<file path="src/rtl/adc_seq_pkg.sv">
package adc_seq_pkg;
  localparam int CFG_W      = 24;
  localparam int BIT_CFS_HI = 21;
  localparam int BIT_CFS_LO = 20;
  localparam int BIT_MC     = 18;
  localparam int BIT_LP     = 17;
  localparam int BIT_RC     = 16;
  localparam int BIT_DP_HI  = 15;
  localparam int BIT_DP_LO  = 12;
  localparam int DP_W       = BIT_DP_HI - BIT_DP_LO + 1;
  localparam int BIT_RS     = 7;
  localparam int BIT_RV     = 6;
  localparam int BIT_OD     = 5;
  localparam int BIT_OF     = 4;
  localparam int CHOP_W     = 8;
  localparam int ACC_W      = DP_W + 1;
  localparam logic [CFG_W-1:0] WR_MASK = 24'h37FF80;

  typedef enum logic [1:0] {sIdle, sStart, sWaitDone, sWaitRead} seqState_t;

  typedef struct packed {
    logic capture;    // done accepted for a conversion in flight
    logic storeData;  // capture of a normal (non-calibration) result
  } seqStrobe_t;

  function automatic logic [CHOP_W-1:0] chopRatio(input logic [1:0] sel);
    case (sel)
      2'b00:   chopRatio = CHOP_W'(128);
      2'b01:   chopRatio = CHOP_W'(8);
      2'b10:   chopRatio = CHOP_W'(2);
      default: chopRatio = CHOP_W'(32);
    endcase
  endfunction
endpackage

</file>
<file path="src/rtl/adc_seq_regs.sv">
module adc_seq_regs
  import adc_seq_pkg::*;
#(
  parameter int DATA_W = 24,
  parameter int IDX_W  = 4
) (
  input  logic              clk,
  input  logic              rstN,
  input  logic              cfgWrEn,
  input  logic [CFG_W-1:0]  cfgWrData,
  input  logic              cfgRdEn,
  output logic [CFG_W-1:0]  cfgRdData,
  input  seqStrobe_t        strobe,
  input  logic [DATA_W-1:0] convData,
  input  logic [IDX_W-1:0]  convSetup,
  input  logic              convOvr,
  input  logic              convOsc,
  input  logic              hostRead,
  output logic              dataReady,
  output logic [DATA_W-1:0] dataOut,
  output logic [IDX_W-1:0]  dataSetup,
  output logic              mcEn,
  output logic              lpEn,
  output logic              rcEn,
  output logic [DP_W-1:0]   depth,
  output logic              sysRst,
  output logic [CHOP_W-1:0] chopDiv,
  output logic [ACC_W-1:0]  accessCnt
);
  logic [CFG_W-1:0] cfgHeld;
  logic rvFlag, flagOsc, flagOvr;
  logic rstCycleStart, rstCycleEnd;

  assign rstCycleStart = cfgWrEn && cfgWrData[BIT_RS] && !cfgHeld[BIT_RS];
  assign rstCycleEnd   = cfgWrEn && !cfgWrData[BIT_RS] && cfgHeld[BIT_RS];

  always_ff @(posedge clk) begin
    if (!rstN) begin
      cfgHeld <= '0;
      rvFlag  <= 1'b0;
      flagOsc <= 1'b0;
      flagOvr <= 1'b0;
    end else begin
      if (cfgWrEn) cfgHeld <= cfgWrData & WR_MASK;
      if (rstCycleEnd)  rvFlag <= 1'b1;
      else if (cfgRdEn) rvFlag <= 1'b0;
      if (rstCycleStart) begin
        flagOsc <= 1'b0;
        flagOvr <= 1'b0;
      end else if (strobe.capture) begin
        flagOsc <= flagOsc | convOsc;
        flagOvr <= flagOvr | convOvr;
      end
    end
  end

  always_ff @(posedge clk) begin
    if (!rstN) begin
      dataReady <= 1'b0;
      dataOut   <= '0;
      dataSetup <= '0;
    end else if (strobe.storeData) begin
      dataReady <= 1'b1;
      dataOut   <= convData;
      dataSetup <= convSetup;
    end else if (hostRead) begin
      dataReady <= 1'b0;
    end
  end

  always_comb begin
    cfgRdData         = cfgHeld;
    cfgRdData[BIT_RV] = rvFlag;
    cfgRdData[BIT_OD] = flagOsc;
    cfgRdData[BIT_OF] = flagOvr;
  end

  assign mcEn      = cfgHeld[BIT_MC];
  assign lpEn      = cfgHeld[BIT_LP];
  assign rcEn      = cfgHeld[BIT_RC];
  assign depth     = cfgHeld[BIT_DP_HI:BIT_DP_LO];
  assign sysRst    = cfgHeld[BIT_RS];
  assign chopDiv   = chopRatio(cfgHeld[BIT_CFS_HI:BIT_CFS_LO]);
  assign accessCnt = {1'b0, depth} + ACC_W'(1);

  // a set overrange flag survives everything except a new reset cycle
  a_r12_ovr_sticky: assert property (@(posedge clk) disable iff (!rstN)
    flagOvr && !rstCycleStart |=> flagOvr);
  // a read clears the valid-reset flag unless a reset cycle ends at once
  a_r11_rv_read_clear: assert property (@(posedge clk) disable iff (!rstN)
    cfgRdEn && !rstCycleEnd |=> !cfgRdData[BIT_RV]);
  // host read drops data-ready when no new result lands
  a_r9_ready_drop: assert property (@(posedge clk) disable iff (!rstN)
    hostRead && !strobe.storeData |=> !dataReady);
endmodule

</file>
<file path="src/rtl/adc_seq_ctrl.sv">
module adc_seq_ctrl
  import adc_seq_pkg::*;
#(
  parameter int MAX_SETUPS = 16,
  parameter int IDX_W      = 4
) (
  input  logic             clk,
  input  logic             rstN,
  input  logic             cmdValid,
  input  logic             cmdMulti,
  input  logic             cmdCal,
  input  logic             mcEn,
  input  logic             lpEn,
  input  logic             rcEn,
  input  logic [DP_W-1:0]  depth,
  input  logic             sysRst,
  input  logic             convDone,
  input  logic             hostRead,
  output logic             convStart,
  output logic [IDX_W-1:0] convSetup,
  output logic             convCal,
  output logic             busy,
  output seqStrobe_t       strobe
);
  localparam logic [DP_W-1:0] MAX_IDX = DP_W'(MAX_SETUPS - 1);

  seqState_t        curState;
  logic [IDX_W-1:0] seqIdx, lastIdxQ, clipIdx;
  logic [DP_W-1:0]  clipDepth;
  logic             loopQ, rcQ, calQ, multiNow, endOfList;

  assign clipDepth = (depth > MAX_IDX) ? MAX_IDX : depth;
  assign clipIdx   = clipDepth[IDX_W-1:0];
  assign multiNow  = cmdMulti && mcEn && !cmdCal;
  assign endOfList = (seqIdx == lastIdxQ);

  always_ff @(posedge clk) begin
    if (!rstN) begin
      curState <= sIdle;
      seqIdx   <= '0;
      lastIdxQ <= '0;
      loopQ    <= 1'b0;
      rcQ      <= 1'b0;
      calQ     <= 1'b0;
    end else if (sysRst) begin
      curState <= sIdle;
    end else begin
      case (curState)
        sIdle: if (cmdValid) begin
          calQ     <= cmdCal;
          loopQ    <= lpEn;
          rcQ      <= rcEn && lpEn && !cmdCal;
          lastIdxQ <= multiNow ? clipIdx : '0;
          seqIdx   <= '0;
          curState <= sStart;
        end
        sStart: curState <= sWaitDone;
        sWaitDone: if (convDone) begin
          if (endOfList && !loopQ) begin
            curState <= sIdle;
          end else begin
            seqIdx   <= endOfList ? '0 : seqIdx + IDX_W'(1);
            curState <= rcQ ? sWaitRead : sStart;
          end
        end
        sWaitRead: if (hostRead) curState <= sStart;
        default: curState <= sIdle;
      endcase
    end
  end

  assign convStart         = (curState == sStart);
  assign convSetup         = seqIdx;
  assign convCal           = calQ && (curState != sIdle);
  assign busy              = (curState != sIdle);
  assign strobe.capture    = (curState == sWaitDone) && convDone && !sysRst;
  assign strobe.storeData  = strobe.capture && !calQ;

  // every start addresses a setup inside the active list
  a_r6_start_in_range: assert property (@(posedge clk) disable iff (!rstN)
    convStart |-> seqIdx <= lastIdxQ);
  // under read-convert a start follows a host read or a fresh command
  a_r8_wait_for_read: assert property (@(posedge clk) disable iff (!rstN)
    convStart && rcQ |-> $past(hostRead) || $past(curState) == sIdle);
  // calibrations stay on setup 0
  a_r10_cal_single: assert property (@(posedge clk) disable iff (!rstN)
    convStart && convCal |-> convSetup == '0);
  // a reset cycle forces idle
  a_r11_hold_idle: assert property (@(posedge clk) disable iff (!rstN)
    sysRst |=> !busy);
endmodule

</file>
<file path="src/rtl/adc_seq_top.sv">
module adc_seq_top
  import adc_seq_pkg::*;
#(
  parameter int DATA_W     = 24,
  parameter int MAX_SETUPS = 16,
  parameter int IDX_W      = $clog2(MAX_SETUPS)
) (
  input  logic              clk,
  input  logic              rstN,
  input  logic              cfgWrEn,
  input  logic [23:0]       cfgWrData,
  input  logic              cfgRdEn,
  output logic [23:0]       cfgRdData,
  input  logic              cmdValid,
  input  logic              cmdMulti,
  input  logic              cmdCal,
  output logic              convStart,
  output logic [IDX_W-1:0]  convSetup,
  output logic              convCal,
  input  logic              convDone,
  input  logic [DATA_W-1:0] convData,
  input  logic              convOvr,
  input  logic              convOsc,
  output logic              dataReady,
  output logic [DATA_W-1:0] dataOut,
  output logic [IDX_W-1:0]  dataSetup,
  input  logic              hostRead,
  output logic              busy,
  output logic [7:0]        chopDiv,
  output logic [4:0]        accessCnt
);
  seqStrobe_t      strobe;
  logic            mcEn, lpEn, rcEn, sysRst;
  logic [DP_W-1:0] depth;

  adc_seq_regs #(.DATA_W(DATA_W), .IDX_W(IDX_W)) uRegs (
    .clk(clk), .rstN(rstN), .cfgWrEn(cfgWrEn), .cfgWrData(cfgWrData),
    .cfgRdEn(cfgRdEn), .cfgRdData(cfgRdData), .strobe(strobe),
    .convData(convData), .convSetup(convSetup), .convOvr(convOvr),
    .convOsc(convOsc), .hostRead(hostRead), .dataReady(dataReady),
    .dataOut(dataOut), .dataSetup(dataSetup), .mcEn(mcEn), .lpEn(lpEn),
    .rcEn(rcEn), .depth(depth), .sysRst(sysRst), .chopDiv(chopDiv),
    .accessCnt(accessCnt)
  );

  adc_seq_ctrl #(.MAX_SETUPS(MAX_SETUPS), .IDX_W(IDX_W)) uCtrl (
    .clk(clk), .rstN(rstN), .cmdValid(cmdValid), .cmdMulti(cmdMulti),
    .cmdCal(cmdCal), .mcEn(mcEn), .lpEn(lpEn), .rcEn(rcEn), .depth(depth),
    .sysRst(sysRst), .convDone(convDone), .hostRead(hostRead),
    .convStart(convStart), .convSetup(convSetup), .convCal(convCal),
    .busy(busy), .strobe(strobe)
  );
endmodule

</file>
<file path="config.mk">
export PLATFORM = sky130hd
export DESIGN_NAME = adc_seq_top
export DESIGN_NICKNAME = d
export VERILOG_FILES = /design/src/rtl/adc_seq_pkg.sv /design/src/rtl/adc_seq_regs.sv /design/src/rtl/adc_seq_ctrl.sv /design/src/rtl/adc_seq_top.sv
export SDC_FILE = /design/constraint.sdc
export NUM_CORES = 1
export LEC_CHECK = 0
export BUFFER_PORTS_ARGS = -buffer_cell sky130_fd_sc_hd__buf_4
export CAP_MARGIN = 30
export CELL_PAD_IN_SITES_DETAIL_PLACEMENT = 1
export CELL_PAD_IN_SITES_GLOBAL_PLACEMENT = 1
export CORE_MARGIN = 8
export CORE_UTILIZATION = 37
export DETAILED_ROUTE_END_ITERATION = 8
export HOLD_SLACK_MARGIN = 0.03
export PLACE_DENSITY_LB_ADDON = 0.2
export SLEW_MARGIN = 20
export SYNTH_ARGS = -nofsm -noshare
export SYNTH_HDL_FRONTEND = slang
export SYNTH_HIERARCHICAL = 1
export SYNTH_SLANG_ARGS = --single-unit
</file>
<file path="constraint.sdc">
create_clock -name clk -period 5.7 [get_ports clk]
set_clock_uncertainty 0.1 [all_clocks]
set_input_delay 0.57 -clock clk [delete_from_list [all_inputs] [get_ports clk]]
set_output_delay 0.57 -clock clk [all_outputs]
set_load 0.03 [all_outputs]
</file>
-- Word-level counts from Yosys, hierarchy flattened
Cells that the tools add are included.
W data, S select, Z words.
- add/sub/neg operators: 2
- magnitude comparators: 1
- eq/ne operators: 10
- mux-type cells: 18
- bitwise operators: 4
- reduce and logical (&&, ||, !) cells: 29
- operators by type and width (operator ; count):
    $mux W4 ; 6
    $pmux W8 S3 ; 1
    $logic_and A1 B1 Y1 ; 13
    $mux W2 ; 5
    $ne A2 B2 Y1 const B ; 4
    $pmux W2 S4 ; 1
    $pmux W4 S2 ; 1
    $reduce_bool A2 Y1 ; 4
    $eq A2 B2 Y1 const B ; 3
    $reduce_and A3 Y1 ; 2
    $add A4 B1 Y5 const B ; 1
    $logic_not A1 Y1 ; 5
    $reduce_and A5 Y1 ; 1
    $add A4 B1 Y4 const B ; 1
    $eq A2 B1 Y1 const B ; 2
    $eq A4 B4 Y1 ; 1
    $gt A4 B4 Y1 const B ; 1
    $logic_not A2 Y1 ; 2
    $mux W1 ; 4
    $reduce_or A2 Y1 ; 2
    $not A1 Y1 ; 2
    $or A1 B1 Y1 ; 2
- register bits after elaboration: 59
- output and inout bits: 73

-- Logic depth before layout (Yosys ltp)
- depth in word-level cells: 5
- depth in mapped cells: 9
- depth with buffers taken out: 6

-- Cells and area by module
The synthesis kept the hierarchy.
- modules (own cells, without submodules) (module ; instances ; cells each ; area an instance (µm²)):
    adc_seq_regs ; 1 ; 183 ; 1986.9
    adc_seq_ctrl ; 1 ; 89 ; 853.3

-- Least setup slack after synthesis
Ideal clock, no wire load.
- path kind: register to output
- from: register uRegs.cfgHeld[12]
- to: output accessCnt[2]
- arrival time: 1.288 ns
- required time: 5.030 ns
- setup slack: 3.742 ns
- stages on the path, launching flop included: 3
- cells stage by stage: dfxtp_1 > ha_1 > xor2_1
- longest elaborated chain between the ends: 1
- ends and longest elaborated chain (what ; RTL line ; RTL):
    start, declared ; adc_seq_regs.sv:30 ; logic [CFG_W-1:0] cfgHeld;
    start signal, assigned ; adc_seq_regs.sv:44 ; if (cfgWrEn) cfgHeld <= cfgWrData & WR_MASK;
    $add A4 B1 Y5 ; adc_seq_regs.sv:84 ; assign accessCnt = {1'b0, depth} + ACC_W'(1);
    end, declared ; adc_seq_top.sv:30 ; output logic [4:0] accessCnt
Every way passes these cells.

==> metrics.md <==
| Metric | Value |
|---|---|
| Status | finished, final reports clean |
| Commonest register cell after synthesis | dfxtp_1 |
| Synth unique cells | 47 |
| Die width | 104 µm |
| Pwr Density | 282 nW/µm² |
| Antenna cells | 0 |
| Worst-Skew Late Latency | 330 ps |
| CP Buf/Inv Count | 2 |
| DR vias | 2219 |
| Synth Area per Inst | 10.4 µm² |
| WP data arrival | 2700 ps |
| Pre-CTS WS | 3160 ps |
| Max FO, Critical Path | 26 |
| Gpl congestion | 0.699 |
| Final WS setup | 3120 ps |
| FP Rows | 32 |
| CTS HTree Levels | 3 |
| Crit Path Class | flip-flop to flip-flop |
| Num CTS Buffers | 9 |
| GR Overflow Total | 0 |
| Post-synth ARST share | 0% |
| Post-cts sizing count | 0 |
| Setup_tns | 0 ps |
| # IOs | 132 |
| Combinational share of power | 22.7% |
| Most frequent cells in the layout | buf_4 (111), dfxtp_1 (59), nor2b_1 (56) |
| Clock Power Share | 35.1% |
| Switch Pwr | 324 µW |
| # DRC | 0 |
| Sequential power share | 42.2% |
| Post-Synthesis Cells | 272 |
| Sw Share | 30.4% |
| Die Area | 10700 µm² |
| CTS Buffer Depth | 2 |
| Final WL | 7.54 mm |
| P&R area growth vs syn | 33.3% |
| All-layer global routing usage | 14.2% |
| Commonest non-fill, non-tap cell in the layout | buf_4 |
| Routed wire length per instance | 15.8 µm |
| Relative slew slack | 61.7% |
| CP Capture Type | flip-flop |
| PortBufs | 110 |
| Crit path max-delay cell type | buf_4 |
| Initial core utilization | 37.5% |
| Final Max Slew Viols | 0 |
| Router iterations before antenna repair | 4 |
| Final hold violation count | 0 |
| Die Ht | 104 µm |
| Share of layout cells above drive strength 1 | 36.9% |
| Period minus WS final | 2580 ps |
| Vias in the first global route | 2450 |
| Worst hold path type | flip-flop to flip-flop |
| Post-route ant nets | 0 |
| Initial antenna violation count | 0 |
| Post-DP HPWL | 5.65 mm |
| Synth warn | 6 |
| RSZ-0062 raised after global routing | false |
| Yosys reg bits | 59 |
| Synth Cell Area | 2840 µm² |
| Critical Path RT | 5820 ps |
| Core region area | 7570 µm² |
| Vias/cell | 4.66 |
| Setup Buffers After CTS | 0 |
| Final net count | 435 |
| Worst Setup Start Kind | flip-flop |
| Seq/Total Area, Yosys | 41.6% |
| Number of enable flip-flop cells after synthesis | 0 |
| Crit path largest cell delay | 530 ps |
| Final setup viols | 0 |
| Max IR drop VDD | 0.149 mV |
| Power after layout | 1070 µW |
| Clock sinks | 59 |
| Clock Pin Slew Worst Setup and Hold Paths | 70 ps |
| Largest net degree at the start of global routing | 61 |
| Pleak | 0.00162 µW |
| CTS Hold Bufs | 0 |
| Worst-margin pin slew | 571 ps |
| Root Buffer | clkbuf_8 |
| Highest clock rate | 388 MHz |
| Int Pwr | 742 µW |
| CP Cell Sequence | inv_1, ha_1, nand2_1, nor3_2, buf_4, mux2i_1, nor2b_1 |
| First-pass GRT wire length | 12.4 mm |
| First DRT Iteration DRCs | 47 |
| CTS tree | built |
| Total of max-cap violations | 0 |
| Final Cycle Share | 45.3% |
| Largest delay share family, worst path | simple AND/OR/NAND/NOR gates |
-- cell usage after synthesis (2+ instances only) --
master	n	area (µm²)
nor3_1	2	10.0
o21ai_0	3	15.0
and2_1	2	12.5
ha_1	6	75.1
buf_4	24	180
nand2b_1	3	18.8
nor2b_1	56	350
xnor2_2	3	48.8
mux2i_1	45	450
a21oi_1	2	10.0
and3_1	2	12.5
nor3_2	2	20.0
inv_1	6	22.5
nand2_1	6	22.5
a22oi_1	4	30.0
nand3_1	2	10.0
nor2_1	2	7.51
o2111ai_1	2	17.5
clkbuf_1	6	22.5
o22ai_1	2	12.5
nand3b_1	4	30.0
o21a_1	2	15.0
buf_6	2	22.5
dfxtp_1	59	1180
nor3b_1	3	22.5
-- kinds of logic after synthesis --
| kind of cell | share of synthesized area [%] |
|---|---|
| adder cells (fa/ha/maj) | 2.64 |
| multiplexers | 15.9 |
| XOR/XNOR | 3.30 |
| AND/OR/NAND/NOR | 21.5 |
| flip-flops | 41.6 |
| other | 0.132 |
| buffers and inverters | 9.60 |
| AO/OA/AOI/OAI | 5.42 |
-- worst reg2reg max path: cells and delay by family, from the launching register on --
| kind | cells | cell delay (ps) |
|---|---|---|
| DFF | 1 | 350 |
| adders and majority gates | 1 | 420 |
| and+or+nand+nor | 3 | 710 |
| muxes | 1 | 280 |
| buffers and inverters | 2 | 620 |
-- power by group through the flow --
stage / sequential [µW] / clock, µW / combinational, µW
2_1_floorplan: 478 / 0 / 149
5_1_grt: 453 / 410 / 264
4_1_cts: 450 / 385 / 246
6_report: 449 / 374 / 242
3_5_place_dp: 459 / 0 / 245
3_3_place_gp: 457 / 0 / 239
-- state kept, by name, summed over array words and instances (netlist names) --
signal	cells
uRegs/dataOut	24
uRegs/cfgHeld	14
uCtrl/convSetup	4
uCtrl/lastIdxQ	4
uRegs/dataSetup	4
uCtrl/curState	2
uCtrl/calQ	1
uCtrl/loopQ	1
uCtrl/rcQ	1
uRegs/dataReady	1
uRegs/flagOsc	1
uRegs/flagOvr	1
uRegs/rvFlag	1
-- stage by stage --
| stage | area, µm² | instances | util [%] | hold WS, ps |
|---|---|---|---|---|
| floorplan | 2880 | 282 | - | 344 |
| global placement | 3590 | 461 | 47.5 | 359 |
| detailed placement | 3590 | 461 | 47.5 | 363 |
| CTS | 3780 | 476 | 50.0 | 375 |
| global route | 3780 | 476 | 50.0 | 383 |
| finish | 3780 | 476 | 50.0 | 365 |
-- path summary, 6_finish.rpt --
path,from,to,slack [ps],cells past startpoint
worst min-delay path,uRegs/rvFlag$_SDFFE_PN0P_,uRegs/rvFlag$_SDFFE_PN0P_,370,2
worst min register to register,uRegs/rvFlag$_SDFFE_PN0P_,uRegs/rvFlag$_SDFFE_PN0P_,370,2
worst max-delay path,uCtrl/curState[0]$_SDFFE_PP0P_,uRegs/dataOut[21]$_SDFFE_PN0P_,3120,7
worst max register to register,uCtrl/curState[0]$_SDFFE_PP0P_,uRegs/dataOut[21]$_SDFFE_PN0P_,3120,7
-- layer usage --
metal	wire length (µm)	global-route usage, %	share of wire (%)	vias to the layer above
li1	-	-	-	1083
met1	3030	15.4	40	1050
met2	3710	23.6	49	77
met3	674	6.13	8.9	9
met4	122	6.19	1.6	0
met5	0	0	0	-
-- area by class of cell --
class | instances | area (µm²)
fillers | 872 | 3780
multi-input cells | 183 | 1430
flip-flops and latches | 59 | 1180
repair buffers | 111 | 833
clock buffers | 10 | 138
well taps | 102 | 128
clock inverters | 5 | 53.8
inverters | 6 | 22.5
(Power assumes the default switching activity.)
